`config.mk`:
```
export PLATFORM = sky130hd
export DESIGN_NAME = can_irq_unit
export DESIGN_NICKNAME = d
export VERILOG_FILES = /design/src/rtl/can_irq_pkg.sv /design/src/rtl/can_irq_state_enc.sv /design/src/rtl/can_irq_flag.sv /design/src/rtl/can_irq_req.sv /design/src/rtl/can_irq_unit.sv
export SDC_FILE = /design/constraint.sdc
export NUM_CORES = 1
export LEC_CHECK = 0
export ABC_AREA = 1
export BUFFER_PORTS_ARGS = -buffer_cell sky130_fd_sc_hd__buf_2
export CORE_MARGIN = 1
export CORE_UTILIZATION = 37
export CTS_BUF_LIST = sky130_fd_sc_hd__clkbuf_2
export CTS_CLUSTER_SIZE = 25
export DETAILED_ROUTE_END_ITERATION = 10
export GPL_TIMING_DRIVEN = 0
export PLACE_DENSITY_LB_ADDON = 0.1
export SKIP_CTS_REPAIR_TIMING = 1
export SLEW_MARGIN = 20
export SYNTH_ARGS = -nofsm -noshare
export SYNTH_HDL_FRONTEND = slang
export SYNTH_SLANG_ARGS = --single-unit
```
`constraint.sdc`:
```
create_clock -name clk -period 0.8 [get_ports clk]
set_input_delay 0 -clock clk [delete_from_list [all_inputs] [get_ports clk]]
set_output_delay 0 -clock clk [all_outputs]
set_load 0.05 [all_outputs]
```
`src/rtl/can_irq_pkg.sv`:
```
package can_irq_pkg;

  typedef enum logic [1:0] {
    BUS_OK      = 2'b00,
    BUS_WARN    = 2'b01,
    BUS_PASSIVE = 2'b10,
    BUS_OFF     = 2'b11
  } bus_state_e;

  // bit positions in the write-one-to-clear strobe vector
  localparam int CLR_RXF = 0;
  localparam int CLR_WUP = 1;
  localparam int CLR_OVR = 2;
  localparam int CLR_CSC = 3;
  localparam int CLR_W   = 4;

endpackage

```
`src/rtl/can_irq_state_enc.sv`:
```
module can_irq_state_enc
  import can_irq_pkg::*;
#(
  parameter int CNT_W      = 9,
  parameter int WARN_LIM   = 96,
  parameter int PASV_LIM   = 128,
  parameter int OFF_LIM    = 256,
  parameter bit HAS_BUSOFF = 1'b1
) (
  input  logic [CNT_W-1:0] cnt,
  output bus_state_e       state
);

  logic [31:0] cnt32;
  assign cnt32 = 32'(cnt);

  generate
    if (HAS_BUSOFF) begin : g_with_off
      always_comb begin
        if (cnt32 >= 32'(OFF_LIM))       state = BUS_OFF;
        else if (cnt32 >= 32'(PASV_LIM)) state = BUS_PASSIVE;
        else if (cnt32 >= 32'(WARN_LIM)) state = BUS_WARN;
        else                             state = BUS_OK;
      end
    end else begin : g_no_off
      always_comb begin
        if (cnt32 >= 32'(PASV_LIM))      state = BUS_PASSIVE;
        else if (cnt32 >= 32'(WARN_LIM)) state = BUS_WARN;
        else                             state = BUS_OK;
      end
    end
  endgenerate

endmodule

```
`src/rtl/can_irq_flag.sv`:
```
module can_irq_flag (
  input  logic clk,
  input  logic rst,
  input  logic set_ev,
  input  logic clr_ev,
  output logic q
);

  // set beats a clear in the same cycle
  always_ff @(posedge clk) begin
    if (rst)         q <= 1'b0;
    else if (set_ev) q <= 1'b1;
    else if (clr_ev) q <= 1'b0;
  end

endmodule

```
`src/rtl/can_irq_req.sv`:
```
module can_irq_req #(
  parameter int W = 1
) (
  input  logic         clk,
  input  logic         rst,
  input  logic [W-1:0] flags,
  input  logic [W-1:0] enables,
  output logic         irq
);

  always_ff @(posedge clk) begin
    if (rst) irq <= 1'b0;
    else     irq <= |(flags & enables);
  end

endmodule

```
`src/rtl/can_irq_unit.sv`:
```
module can_irq_unit
  import can_irq_pkg::*;
#(
  parameter int NUM_TXBUF = 3,
  parameter int TEC_W     = 9,
  parameter int REC_W     = 8,
  parameter int WARN_LIM  = 96,
  parameter int PASV_LIM  = 128,
  parameter int OFF_LIM   = 256
) (
  input  logic                 clk,
  input  logic                 rst,
  input  logic [NUM_TXBUF-1:0] tx_buf_empty,
  input  logic                 rx_eof_shift,
  input  logic                 rx_fifo_pending,
  input  logic                 rx_overrun,
  input  logic [TEC_W-1:0]     tx_err_cnt,
  input  logic [REC_W-1:0]     rx_err_cnt,
  input  logic                 sleep_mode,
  input  logic                 wake_det_en,
  input  logic                 bus_activity,
  input  logic                 ien_we,
  input  logic [NUM_TXBUF+3:0] ien_wdata,
  input  logic [3:0]           flag_clr,
  output logic [NUM_TXBUF-1:0] txe_flags,
  output logic                 rxf_flag,
  output logic                 wup_flag,
  output logic                 ovr_flag,
  output logic                 csc_flag,
  output logic [1:0]           tx_state,
  output logic [1:0]           rx_state,
  output logic [NUM_TXBUF+3:0] ien_q,
  output logic                 irq_tx,
  output logic                 irq_rx,
  output logic                 irq_wake,
  output logic                 irq_err
);

  localparam int IEN_W    = NUM_TXBUF + 4;
  localparam int IDX_RX   = NUM_TXBUF;
  localparam int IDX_WAKE = NUM_TXBUF + 1;
  localparam int IDX_OVR  = NUM_TXBUF + 2;
  localparam int IDX_CSC  = NUM_TXBUF + 3;

  // ---------------- enable register ----------------
  logic [IEN_W-1:0] ien_r;
  always_ff @(posedge clk) begin
    if (rst)         ien_r <= '0;
    else if (ien_we) ien_r <= ien_wdata;
  end
  assign ien_q = ien_r;

  // ---------------- transmit-empty mirrors ----------------
  logic [NUM_TXBUF-1:0] txe_r;
  generate
    for (genvar b = 0; b < NUM_TXBUF; b++) begin : g_txe
      always_ff @(posedge clk) begin
        if (rst) txe_r[b] <= 1'b1;
        else     txe_r[b] <= tx_buf_empty[b];
      end
    end
  endgenerate
  assign txe_flags = txe_r;

  // ---------------- receive flag with FIFO re-arm ----------------
  logic rearm_r;
  logic rxf_q;
  always_ff @(posedge clk) begin
    if (rst) rearm_r <= 1'b0;
    else     rearm_r <= flag_clr[CLR_RXF] & rxf_q & rx_fifo_pending & ~rx_eof_shift;
  end

  can_irq_flag u_rxf (
    .clk    (clk),
    .rst    (rst),
    .set_ev (rx_eof_shift | rearm_r),
    .clr_ev (flag_clr[CLR_RXF]),
    .q      (rxf_q)
  );
  assign rxf_flag = rxf_q;

  // ---------------- wake-up flag ----------------
  logic wake_hit;
  assign wake_hit = bus_activity & sleep_mode & wake_det_en;

  can_irq_flag u_wup (
    .clk    (clk),
    .rst    (rst),
    .set_ev (wake_hit),
    .clr_ev (flag_clr[CLR_WUP]),
    .q      (wup_flag)
  );

  // ---------------- overrun flag ----------------
  can_irq_flag u_ovr (
    .clk    (clk),
    .rst    (rst),
    .set_ev (rx_overrun),
    .clr_ev (flag_clr[CLR_OVR]),
    .q      (ovr_flag)
  );

  // ---------------- bus state encoding ----------------
  bus_state_e tx_nxt, rx_nxt, tx_cur, rx_cur;

  can_irq_state_enc #(
    .CNT_W(TEC_W), .WARN_LIM(WARN_LIM), .PASV_LIM(PASV_LIM),
    .OFF_LIM(OFF_LIM), .HAS_BUSOFF(1'b1)
  ) u_tx_enc (
    .cnt   (tx_err_cnt),
    .state (tx_nxt)
  );

  can_irq_state_enc #(
    .CNT_W(REC_W), .WARN_LIM(WARN_LIM), .PASV_LIM(PASV_LIM),
    .OFF_LIM(OFF_LIM), .HAS_BUSOFF(1'b0)
  ) u_rx_enc (
    .cnt   (rx_err_cnt),
    .state (rx_nxt)
  );

  always_ff @(posedge clk) begin
    if (rst) begin
      tx_cur <= BUS_OK;
      rx_cur <= BUS_OK;
    end else begin
      tx_cur <= tx_nxt;
      rx_cur <= rx_nxt;
    end
  end
  assign tx_state = tx_cur;
  assign rx_state = rx_cur;

  logic state_moved;
  assign state_moved = (tx_nxt != tx_cur) | (rx_nxt != rx_cur);

  can_irq_flag u_csc (
    .clk    (clk),
    .rst    (rst),
    .set_ev (state_moved),
    .clr_ev (flag_clr[CLR_CSC]),
    .q      (csc_flag)
  );

  // ---------------- request lines ----------------
  can_irq_req #(.W(NUM_TXBUF)) u_req_tx (
    .clk(clk), .rst(rst), .flags(txe_r),
    .enables(ien_r[NUM_TXBUF-1:0]), .irq(irq_tx)
  );

  can_irq_req #(.W(1)) u_req_rx (
    .clk(clk), .rst(rst), .flags(rxf_q),
    .enables(ien_r[IDX_RX]), .irq(irq_rx)
  );

  can_irq_req #(.W(1)) u_req_wake (
    .clk(clk), .rst(rst), .flags(wup_flag),
    .enables(ien_r[IDX_WAKE]), .irq(irq_wake)
  );

  can_irq_req #(.W(2)) u_req_err (
    .clk(clk), .rst(rst), .flags({csc_flag, ovr_flag}),
    .enables({ien_r[IDX_CSC], ien_r[IDX_OVR]}), .irq(irq_err)
  );

endmodule

```
==> impl_metrics.toml <==
[drt]
drtIter0Drc = 6
num_vias = 979
wirelength_um = 2590
viasPerCell = 4.53
final_antenna_net_count = 0
drt_first_pass_iters = 4
wl_per_cell_um = 12.0
drc_errors = 0

[die]
pin_count = 62
fp-row-count = 16
coreArea_mm2 = 0.00206
chipHeight_um = 50.0
dieWidth_um = 50.0
initial_core_util = 0.413
die_area_mm2 = 0.00250

[sta]
hold_ws_ps = -55.9
period_needed_ps = 933
finalSetupViolations = 24
slew_violations = 0
relSlewSlack = 0.862
skew_ps = 8.71
fin_crit_sh = 1.17
fmax_mhz = 1070
rsz0062_at_grt = "true"
hold_viol = 2
finalWorstSetupSlack_ps = -133
tns_ps = -1390
worst_slew_pin_slew_ps = 206

[status]
outcome = "complete, but fails checks"
violations = "negative hold slack, negative setup slack"

[clocking]
cts_buffer_depth = 2
cts_root_buffer = "clkbuf_2"
cts_num_sinks = 23
cts_buffers = 3
clk_pin_slew_worst_paths_ps = 190
cts_tree = "built"
h-tree-depth = 1
insertion_delay_ps = 310

[synth]
synthAdderAreaFrac = 0
synth_top_area_frac = 0.541
muxShareOfSynthArea = 0
synth.avg_cell_area_um2 = 8.10
syn-instance-count = 105
yosys.area_share.simple = 0.279
synth_flop_cell = "dfxtp_1"
synth_seq_cells = 23
yosysSeqAreaShare = 0.541
synth_top_family_by_area = "simple AND/OR/NAND/NOR gates"
syn-cell-area_um2 = 851
synth_xor_area_frac = 0
synth_compound_area_frac = 0.0985
ys_top_cells_by_area = "dfxtp_1 54%, nor2_1 8.8%, nand2_1 7.1%, inv_1 4.4%, o21ai_0 4.1%"
synth_top_area_cell = "dfxtp_1"
async_reset_ff_frac = 0
yosys_warnings = 0
synth_edf_count = 0
yosysUniqueCellTypes = 19
synth_nets = 145

[place]
port_buffers = 51
dp_hpwl_um = 1460
gp_congestion = 0.782
pre_cts_slack_ps = -81.6
placedCellCount = 183

[power]
leakagePower_nw = 0.800
power_switching_w = 0.000780
switching_share = 0.315
powerDensity_mw_per_mm2 = 1490
p_clk_frac = 0.184
p_comb_frac = 0.303
ir_drop_mv = 1.24
seqPwrFrac = 0.513
p_total_w = 0.00248
p_int_w = 0.00170

[worst_setup_path]
path_max_fanout = 2
arrival_ps = 930
cp-endpoint = "ien_q[4]"
endpoint_kind = "primary output"
cp.depth = 2
critPathLaunchType = "flip-flop"
crit_slowest_cell = "dfxtp_2"
worstPathRequired_ps = 800
crit_chain = "buf_4 -> buf_6"
critPathBufInv = 2
worstSetupPathType = "flip-flop to primary output"
r2r_cells = 6
r2r_slack_ps = -100
r2r-start = "tx_state[1]"
crit_family = "flip-flops"
crit_start = "ien_q[4]"
cp_slowest_stage_delay_ps = 360
r2r-end = "u_csc.q"

[worst_hold_path]
hold_depth = 3
hp-start = "rx_err_cnt[6]"
hold_class = "input port to flip-flop"

[final_layout]
drive_gt1_frac = 0.492
final_util = 0.805
nets = 230
stdcell_count = 216
syn_to_final_growth_pct = 95.0
antenna_cells = 0
regArea_um2 = 503
nFillCells = 138
multi_input_area_um2 = 325

[global_route]
grt_pass1_vias = 748
grt_usage = 0.159
antenna_found_initial = 0
grt_max_degree = 13
grt_overflow = 0
grt_pass1_wl_um = 3040

[job]
cap_violations = 0
## logic make-up (layout without fill, tap and decap cells)
| logic type | Yosys count | after routing |
|---|---|---|
| compound gates | 15 | 15 |
| buf+inv | 16 | 100 |
| flops | 23 | 23 |
| simple gates | 51 | 51 |
## sequential cells by signal (all words and copies together) (netlist names), 2 cells and up
name       flops
ien_q          7
tx_state       2
rx_state       2
txe_flags      3
## metrics by stage
step	hold WS [ps]	cell area [um2]
after floorplan	77.6	881
after CTS	-187	1190
after global placement	173	1170
after global routing	-53.7	1660
final	-55.9	1660
after detailed placement	185	1170
## how the worst min path moves through the flow
stage	slack [ps]	to
finish	-60	rx_state[0]
global route	-50	rx_state[0]
CTS	-190	u_wup.q
detailed placement	180	txe_flags[1]
global placement	170	u_wup.q
floorplan	80	rearm_r
## worst reg2reg max path, cell delays in order, from the launching register on
cell and delay, ps:
dfxtp_4 390, o21bai_1 100, nand2_1 70, nor2_1 90
nand2_1 50, nor2_1 80, nor2_1 40
## area by class of cell
type,instances,area share
clock buffers,4,0.0121
inverters,13,0.0294
plain buffers,2,0.00754
well taps,27,0.0204
repair buffers,81,0.431
multi-input cells,66,0.196
flip-flops and latches,23,0.303
## layer usage
metal	track usage	wire length [um]	vias up
li1	-	-	500
met1	0.214	1050	445
met2	0.245	1440	34
met3	0.0340	99	0
met4	0.0571	0	0
met5	0	0	-
## layout by cell type (no fill, tap or decap), types with 6 or more instances in the layout
cell type / instances
buf_2: 30
inv_1: 9
buf_6: 10
dfxtp_4: 6
nand2_1: 16
dlygate4sd3_1: 27
buf_8: 10
nor2_1: 20
dfxtp_2: 16
## cells in the mapped netlist, types with 2 or more instances
library cell,count
or2_2,3
nand2_1,16
a21oi_1,5
dfxtp_1,23
inv_2,3
buf_4,2
nand4_1,2
nor2_1,20
nor3_1,3
nand3_1,4
inv_1,10
o21ai_0,7
## power groups by stage
| stage | combinational, W | sequential (W) | clock (W) |
|---|---|---|---|
| 2_1_floorplan | 0.000157 | 0.00147 | 0 |
| 3_3_place_gp | 0.000517 | 0.00127 | 0 |
| 3_5_place_dp | 0.000529 | 0.00128 | 0 |
| 4_1_cts | 0.000529 | 0.00125 | 0.000470 |
| 5_1_grt | 0.000797 | 0.00128 | 0.000522 |
| 6_report | 0.000750 | 0.00127 | 0.000455 |
Note: power is estimated with default switching activity, not from simulation.
